==> config.mk <==
export PLATFORM = sky130hd
export DESIGN_NAME = pt_walker
export DESIGN_NICKNAME = d
export VERILOG_FILES = /design/src/rtl/pgw_pkg.sv /design/src/rtl/pgw_entry_addr.sv /design/src/rtl/pgw_pte_decode.sv /design/src/rtl/pt_walker.sv
export SDC_FILE = /design/constraint.sdc
export NUM_CORES = 1
export LEC_CHECK = 0
export ABC_CLOCK_PERIOD_IN_PS = 5230
export BUFFER_PORTS_ARGS = -buffer_cell sky130_fd_sc_hd__buf_2
export CAP_MARGIN = 20
export CELL_PAD_IN_SITES_DETAIL_PLACEMENT = 1
export CELL_PAD_IN_SITES_GLOBAL_PLACEMENT = 2
export CORE_AREA = 2 2 134 136
export DETAILED_ROUTE_END_ITERATION = 12
export DIE_AREA = 0 0 136 138
export PLACE_DENSITY_LB_ADDON = 0.1
export SLEW_MARGIN = 25
export SYNTH_ARGS = -nofsm -noshare
export SYNTH_HDL_FRONTEND = slang
export SYNTH_SLANG_ARGS = --single-unit
export TNS_END_PERCENT = 1
==> constraint.sdc <==
create_clock -name clk -period 5.23 [get_ports clk]
set_input_delay 0.2615 -clock clk [delete_from_list [all_inputs] [get_ports clk]]
set_output_delay 0.2615 -clock clk [all_outputs]
set_load 0.005 [all_outputs]
==> src/rtl/pgw_pkg.sv <==
package pgw_pkg;
   typedef enum logic [2:0] {
      ST_IDLE  = 3'd0,
      ST_FETCH = 3'd1,
      ST_WAIT  = 3'd2,
      ST_DONE  = 3'd3,
      ST_FAULT = 3'd4
   } walk_state_t;
endpackage

==> src/rtl/pgw_entry_addr.sv <==
module pgw_entry_addr #(
   parameter int PA_W      = 32,
   parameter int VPN_W     = 20,
   parameter int PTE_BYTES = 4
) (
   input  logic [PA_W-1:0]  base,
   input  logic [VPN_W-1:0] vpn,
   output logic [PA_W-1:0]  entry_addr
);
   localparam bit POW2 = (PTE_BYTES & (PTE_BYTES - 1)) == 0;
   localparam int SHIFT = $clog2(PTE_BYTES);

   if (PTE_BYTES < 1) begin : g_bad_bytes
      $error("PTE_BYTES must be at least 1");
   end
   if (VPN_W > PA_W) begin : g_bad_vpn
      $error("VPN_W must not exceed PA_W");
   end

   logic [PA_W-1:0] vpn_ext;
   assign vpn_ext = PA_W'(vpn);

   if (POW2) begin : g_shift
      assign entry_addr = base + (vpn_ext << SHIFT);
   end else begin : g_mult
      assign entry_addr = base + vpn_ext * PA_W'(PTE_BYTES);
   end
endmodule

==> src/rtl/pgw_pte_decode.sv <==
module pgw_pte_decode #(
   parameter int PTE_W     = 32,
   parameter int OFS_W     = 12,
   parameter int PFN_W     = 20,
   parameter int VALID_BIT = 0
) (
   input  logic [PTE_W-1:0] pte,
   output logic             present,
   output logic [PFN_W-1:0] frame
);
   if (OFS_W + PFN_W > PTE_W) begin : g_bad_fit
      $error("frame field does not fit in the entry");
   end
   if (VALID_BIT >= OFS_W) begin : g_bad_valid
      $error("valid flag must sit below the frame field");
   end

   logic unused_pte_bits;
   assign unused_pte_bits = ^pte;

   assign present = pte[VALID_BIT];
   assign frame   = pte[OFS_W +: PFN_W];
endmodule

==> src/rtl/pt_walker.sv <==
module pt_walker
   import pgw_pkg::*;
#(
   parameter int VA_W      = 32,
   parameter int PA_W      = 32,
   parameter int OFS_W     = 12,
   parameter int PTE_W     = 32,
   parameter int VALID_BIT = 0
) (
   input  logic                    clk,
   input  logic                    rst,
   input  logic                    req_valid,
   output logic                    req_ready,
   input  logic [VA_W-1:0]         req_vaddr,
   input  logic [PA_W-1:0]         req_base,
   output logic                    mem_req,
   output logic [PA_W-1:0]         mem_addr,
   input  logic                    mem_rvalid,
   input  logic [PTE_W-1:0]        mem_rdata,
   output logic                    rsp_valid,
   output logic                    rsp_fault,
   output logic [PA_W-1:0]         rsp_paddr,
   output logic [VA_W-OFS_W-1:0]   rsp_vpn
);
   localparam int VPN_W     = VA_W - OFS_W;
   localparam int PFN_W     = PA_W - OFS_W;
   localparam int PTE_BYTES = PTE_W / 8;

   if (OFS_W < 1 || OFS_W >= VA_W || OFS_W >= PA_W) begin : g_bad_ofs
      $error("OFS_W must be inside both address widths");
   end
   if (PTE_W % 8 != 0) begin : g_bad_pte
      $error("PTE_W must be a whole number of bytes");
   end

   walk_state_t      state_q;
   logic [VA_W-1:0]  vaddr_q;
   logic [PA_W-1:0]  base_q;
   logic [PFN_W-1:0] frame_q;
   logic             present;
   logic [PFN_W-1:0] frame;
   logic [PA_W-1:0]  entry_addr;

   pgw_entry_addr #(.PA_W(PA_W), .VPN_W(VPN_W), .PTE_BYTES(PTE_BYTES)) u_addr (
      .base       (base_q),
      .vpn        (vaddr_q[VA_W-1:OFS_W]),
      .entry_addr (entry_addr)
   );

   pgw_pte_decode #(.PTE_W(PTE_W), .OFS_W(OFS_W), .PFN_W(PFN_W), .VALID_BIT(VALID_BIT)) u_dec (
      .pte     (mem_rdata),
      .present (present),
      .frame   (frame)
   );

   always_ff @(posedge clk) begin
      if (rst) begin
         state_q <= ST_IDLE;
         vaddr_q <= '0;
         base_q  <= '0;
         frame_q <= '0;
      end else begin
         unique case (state_q)
            ST_IDLE: if (req_valid) begin
               vaddr_q <= req_vaddr;
               base_q  <= req_base;
               state_q <= ST_FETCH;
            end
            ST_FETCH: state_q <= ST_WAIT;
            ST_WAIT: if (mem_rvalid) begin
               frame_q <= frame;
               state_q <= present ? ST_DONE : ST_FAULT;
            end
            default: state_q <= ST_IDLE;
         endcase
      end
   end

   assign req_ready = (state_q == ST_IDLE);
   assign mem_req   = (state_q == ST_FETCH);
   assign mem_addr  = entry_addr;
   assign rsp_valid = (state_q == ST_DONE) || (state_q == ST_FAULT);
   assign rsp_fault = (state_q == ST_FAULT);
   assign rsp_paddr = (state_q == ST_DONE) ? {frame_q, vaddr_q[OFS_W-1:0]} : '0;
   assign rsp_vpn   = (state_q == ST_FAULT) ? vaddr_q[VA_W-1:OFS_W] : '0;

   AST_ONE_CYCLE_RSP: assert property (@(posedge clk) disable iff (rst) rsp_valid |=> !rsp_valid);
   AST_RSP_AFTER_READ: assert property (@(posedge clk) disable iff (rst)
      (state_q == ST_WAIT && mem_rvalid) |=> rsp_valid);
   AST_SINGLE_FETCH: assert property (@(posedge clk) disable iff (rst) mem_req |=> !mem_req);
   AST_BUSY_NOT_READY: assert property (@(posedge clk) disable iff (rst)
      (req_ready && req_valid) |=> !req_ready);
   AST_FAULT_NO_ADDR: assert property (@(posedge clk) disable iff (rst)
      rsp_fault |-> (rsp_valid && rsp_paddr == '0));
   AST_QUIET_OUTPUTS: assert property (@(posedge clk) disable iff (rst)
      !rsp_valid |-> (!rsp_fault && rsp_paddr == '0 && rsp_vpn == '0));
   AST_NO_READ_WHEN_READY: assert property (@(posedge clk) disable iff (rst)
      req_ready |-> !mem_req);
endmodule

==> flow_summary_export.csv <==
group,metric,value,unit
outcome,outcome,"completed",
flow_run,maxCapViolCount,0,
worst_setup_path,crit_arrival,2.92,ns
floorplanning,die_w,136,µm
hold_path,worstHoldPathType,"input pin to flip-flop",
routing,routed_via_count,4818,
cts,cts.repair_timing.setup_buffer_count,0,
sta,final_min_period_over_clock_period,60.7,%
floorplanning,dieArea,18800,µm²
logic_synthesis,post_synthesis_cell_count,640,
global_route,grt_max_degree,88,
power_and_ir_drop,vdd_drop_max,0.000176,V
routing,remaining_drc_errors,0,
sta,timing.final.crit_period,3.18,ns
cts,clock_insertion_delay_worst_skew,0.34,ns
sta,slew_violations,0,
worst_setup_path,worst-endpoint-required,4.97,ns
cts,maximum_level_of_the_cts_h_tree,3,
finish,drive_above_1_share,26.2,%
finish,finish.net_count,913,
worst_setup_path,crit_chain,"ha_1 -> inv_1 -> fa_1 -> nor2b_1 -> o31ai_4 -> a21oi_2 -> o211ai_1 -> a211oi_2 -> xor2_1 -> buf_2",
placed_design,place.port_buffers,176,
global_route,gr-total-overflow,0,
logic_synthesis,synth_fp_nets,761,
logic_synthesis,yosys_reg_bits,87,
power_and_ir_drop,power_density,281,nW/µm²
routing,dr_vias_cell,4.69,
worst_setup_path,start_kind,"flip-flop",
finish,finalNonFillerCells,1028,
sta,tightestPinTransition,0.999,ns
logic_synthesis,distinct_cells_synth,53,
routing,drt.antenna.violating_nets,0,
logic_synthesis,synth-edff-count,0,
logic_synthesis,ys.flop_type,"sky130_fd_sc_hd__dfxtp_1",
sta,relSlewSlack,33.4,%
cts,cts_root_buf,"sky130_fd_sc_hd__clkbuf_16",
cts,cts_resized,0,
cts,cts_inserted_buffers,9,
worst_setup_path,critical_path.max_stage_delay,0.41,ns
logic_synthesis,postSynth.asyncResetShare,0,%
floorplanning,total_core_area,17500,µm²
cts,cts_hold_repair.buffers,0,
sta,rsz0062_at_grt,"false",
floorplanning,starting_density,27.0,%
global_route,antenna_violations_before_repair,3,
logic_synthesis,synthTopCellsByArea,"sky130_fd_sc_hd__dfxtp_1, sky130_fd_sc_hd__nand2_1, sky130_fd_sc_hd__a21oi_1",
placed_design,post-dp-hpwl,11.4,mm
worst_setup_path,timing.setup.critical_path_class,"flip-flop to output pin",
placed_design,gpl.final_weighted_congestion,0.793,
worst_setup_path,ff2ff_setup_slack,3.23,ns
finish,layout.core_utilization,34.8,%
logic_synthesis,synth_area_leader_cell,"sky130_fd_sc_hd__dfxtp_1",
global_route,grtUsageTotal,16.4,%
logic_synthesis,ys_warn_count,0,
floorplanning,io-pin-count,188,
global_route,grt_pass1_vias,4933,
global_route,grt_first_pass_wirelength,24.8,mm
routing,route.final.wire_length,15.4,mm
logic_synthesis,syn-mean-instance-area,7.40,µm²
logic_synthesis,synth_seq_area_share,36.8,%
routing,detail_route.wl_per_cell,15.0,µm
floorplanning,floorplan.rows,49,
cts,largest_buffer_count_on_any_clock_path,2,
sta,setup_tns,0,ns
worst_setup_path,worst_setup_path_end_kind,"output pin",
sta,fmaxAchievable,315,MHz
logic_synthesis,mappedNetlistArea,4740,µm²
placed_design,dpl.cell_count,1010,
routing,drt_first_pass_iters,4,
floorplanning,dieHeight,138,µm
sta,report.final.setup_viol,0,
cts,cts_tree,"built",
logic_synthesis,post-synth-top-area-fraction,36.8,%
finish,flow.area_growth_from_synthesis,28.9,%
worst_setup_path,crit_path_max_fanout,5,
finish,fill_cells,2247,
worst_setup_path,cp_slowest_cell,"sky130_fd_sc_hd__fa_1",
cts,path_clk_slew,0.07,ns
cts,sink_count_of_the_clock_tree,87,
power_and_ir_drop,leakage,2.83,nW
sta,final_hold_viol_count,0,
routing,drt_iter0_markers,95,
sta,worst_clock_skew,0.00773,ns
## worst paths after layout
kind	startpoint	end	cells after the start
max	vaddr_q[12]$_SDFFE_PP0P_	mem_addr[30]	10
min	mem_rdata[0]	state_q[2]$_SDFFE_PP0P_	2
max reg2reg	state_q[2]$_SDFFE_PP0P_	base_q[25]$_SDFFE_PP0P_	5
min reg2reg	vaddr_q[10]$_SDFFE_PP0P_	vaddr_q[10]$_SDFFE_PP0P_	2
## cell type report
| class | count | area, µm² | area share (%) |
|---|---|---|---|
| Antenna cell | 2 | 5.00 | 0.0820 |
| Clock buffer | 11 | 233 | 3.81 |
| Clock inverter | 5 | 81.3 | 1.33 |
| Inverter | 13 | 48.8 | 0.799 |
| Multi-Input combinational cell | 501 | 2800 | 45.8 |
| Sequential cell | 87 | 1740 | 28.5 |
| Tap cell | 229 | 287 | 4.69 |
| Timing Repair Buffer | 180 | 913 | 15.0 |
## kinds of logic after synthesis
group	share of synthesized area [%]
buffers and inverters	4.54
adders and majority gates	5.71
AOI/OAI and AO/OA	19.5
DFF	36.8
xor gates and xnor gates	4.25
and+or+nand+nor	29.2
## power by group
part | internal, mW | leakage, nW | switching, mW
sequential | 0.702 | 0.712 | 0.0299
combinational | 0.118 | 1.96 | 0.171
clock | 0.420 | 0.150 | 0.274
## cells in the mapped netlist (2+ instances only)
| library cell | n |
|---|---|
| sky130_fd_sc_hd__a211oi_1 | 4 |
| sky130_fd_sc_hd__a211oi_2 | 2 |
| sky130_fd_sc_hd__a21boi_0 | 2 |
| sky130_fd_sc_hd__a21o_1 | 5 |
| sky130_fd_sc_hd__a21oi_1 | 102 |
| sky130_fd_sc_hd__a21oi_2 | 2 |
| sky130_fd_sc_hd__a311oi_2 | 2 |
| sky130_fd_sc_hd__and2_1 | 53 |
| sky130_fd_sc_hd__and3_1 | 7 |
| sky130_fd_sc_hd__buf_1 | 5 |
| sky130_fd_sc_hd__buf_2 | 2 |
| sky130_fd_sc_hd__buf_4 | 2 |
| sky130_fd_sc_hd__clkbuf_1 | 27 |
| sky130_fd_sc_hd__clkbuf_2 | 2 |
| sky130_fd_sc_hd__dfxtp_1 | 87 |
| sky130_fd_sc_hd__ha_1 | 20 |
| sky130_fd_sc_hd__inv_1 | 13 |
| sky130_fd_sc_hd__nand2_1 | 189 |
| sky130_fd_sc_hd__nand3_1 | 9 |
| sky130_fd_sc_hd__nand4_1 | 5 |
| sky130_fd_sc_hd__nor2_1 | 14 |
| sky130_fd_sc_hd__nor2b_1 | 5 |
| sky130_fd_sc_hd__nor3_1 | 7 |
| sky130_fd_sc_hd__nor3b_1 | 3 |
| sky130_fd_sc_hd__nor4_1 | 3 |
| sky130_fd_sc_hd__o211a_1 | 2 |
| sky130_fd_sc_hd__o211ai_1 | 4 |
| sky130_fd_sc_hd__o21a_1 | 4 |
| sky130_fd_sc_hd__o21ai_0 | 10 |
| sky130_fd_sc_hd__o21ai_1 | 2 |
| sky130_fd_sc_hd__o22ai_1 | 2 |
| sky130_fd_sc_hd__or2_2 | 2 |
| sky130_fd_sc_hd__xnor2_1 | 16 |
| sky130_fd_sc_hd__xor2_1 | 7 |
## layer usage
metal	share of wire (%)	up-vias	routed length, µm	track usage, %
met5	0.097	-	15	0
met4	1.0	2	157	3.67
met3	7.7	13	1180	6.09
met2	47	104	7290	27.8
met1	44	2244	6760	19.8
li1	-	2455	-	-
## state kept, by name, summed over array words and instances, names as in the netlist
register / count
base_q: 32
vaddr_q: 32
frame_q: 20
state_q: 3
## through the flow
stage	worst slack (ns)	power (mW)	hold slack (ns)	instance area, µm²
global placement	2.47	1.03	0.438	5790
global route	1.89	1.82	0.109	6100
finish	2.05	1.72	0.110	6110
floorplan	2.94	0.919	0.341	4740
detailed placement	2.39	1.04	0.445	5790
CTS	2.00	1.75	0.0915	6100
## cell usage in the layout (no fill, tap or decap), types with 3 or more instances in the layout
cell type	instances
sky130_fd_sc_hd__nor2_1	14
sky130_fd_sc_hd__buf_4	5
sky130_fd_sc_hd__and2_1	53
sky130_fd_sc_hd__nand3_1	8
sky130_fd_sc_hd__xnor2_1	16
sky130_fd_sc_hd__xor2_1	7
sky130_fd_sc_hd__inv_1	13
sky130_fd_sc_hd__nor3_1	7
sky130_fd_sc_hd__buf_2	175
sky130_fd_sc_hd__nand4_1	5
sky130_fd_sc_hd__o211ai_1	4
sky130_fd_sc_hd__nor4_1	3
sky130_fd_sc_hd__dfxtp_1	87
sky130_fd_sc_hd__a211oi_1	4
sky130_fd_sc_hd__o21a_1	4
sky130_fd_sc_hd__a21oi_1	102
sky130_fd_sc_hd__nand2_1	189
sky130_fd_sc_hd__a21o_1	5
sky130_fd_sc_hd__clkbuf_16	9
sky130_fd_sc_hd__nor2b_1	5
sky130_fd_sc_hd__o21ai_0	10
sky130_fd_sc_hd__ha_1	20
sky130_fd_sc_hd__and3_1	6
## worst max-delay path: cells and delay by family, from the launching register on
kind	cells	cell delay, ns
AO/OA/AOI/OAI	4	0.89
XOR/XNOR	1	0.20
adder cells (fa/ha/maj)	2	0.64
buffers and inverters	2	0.21
flip-flops	1	0.36
AND/OR/NAND/NOR	1	0.27
(Power assumes the default switching activity.)
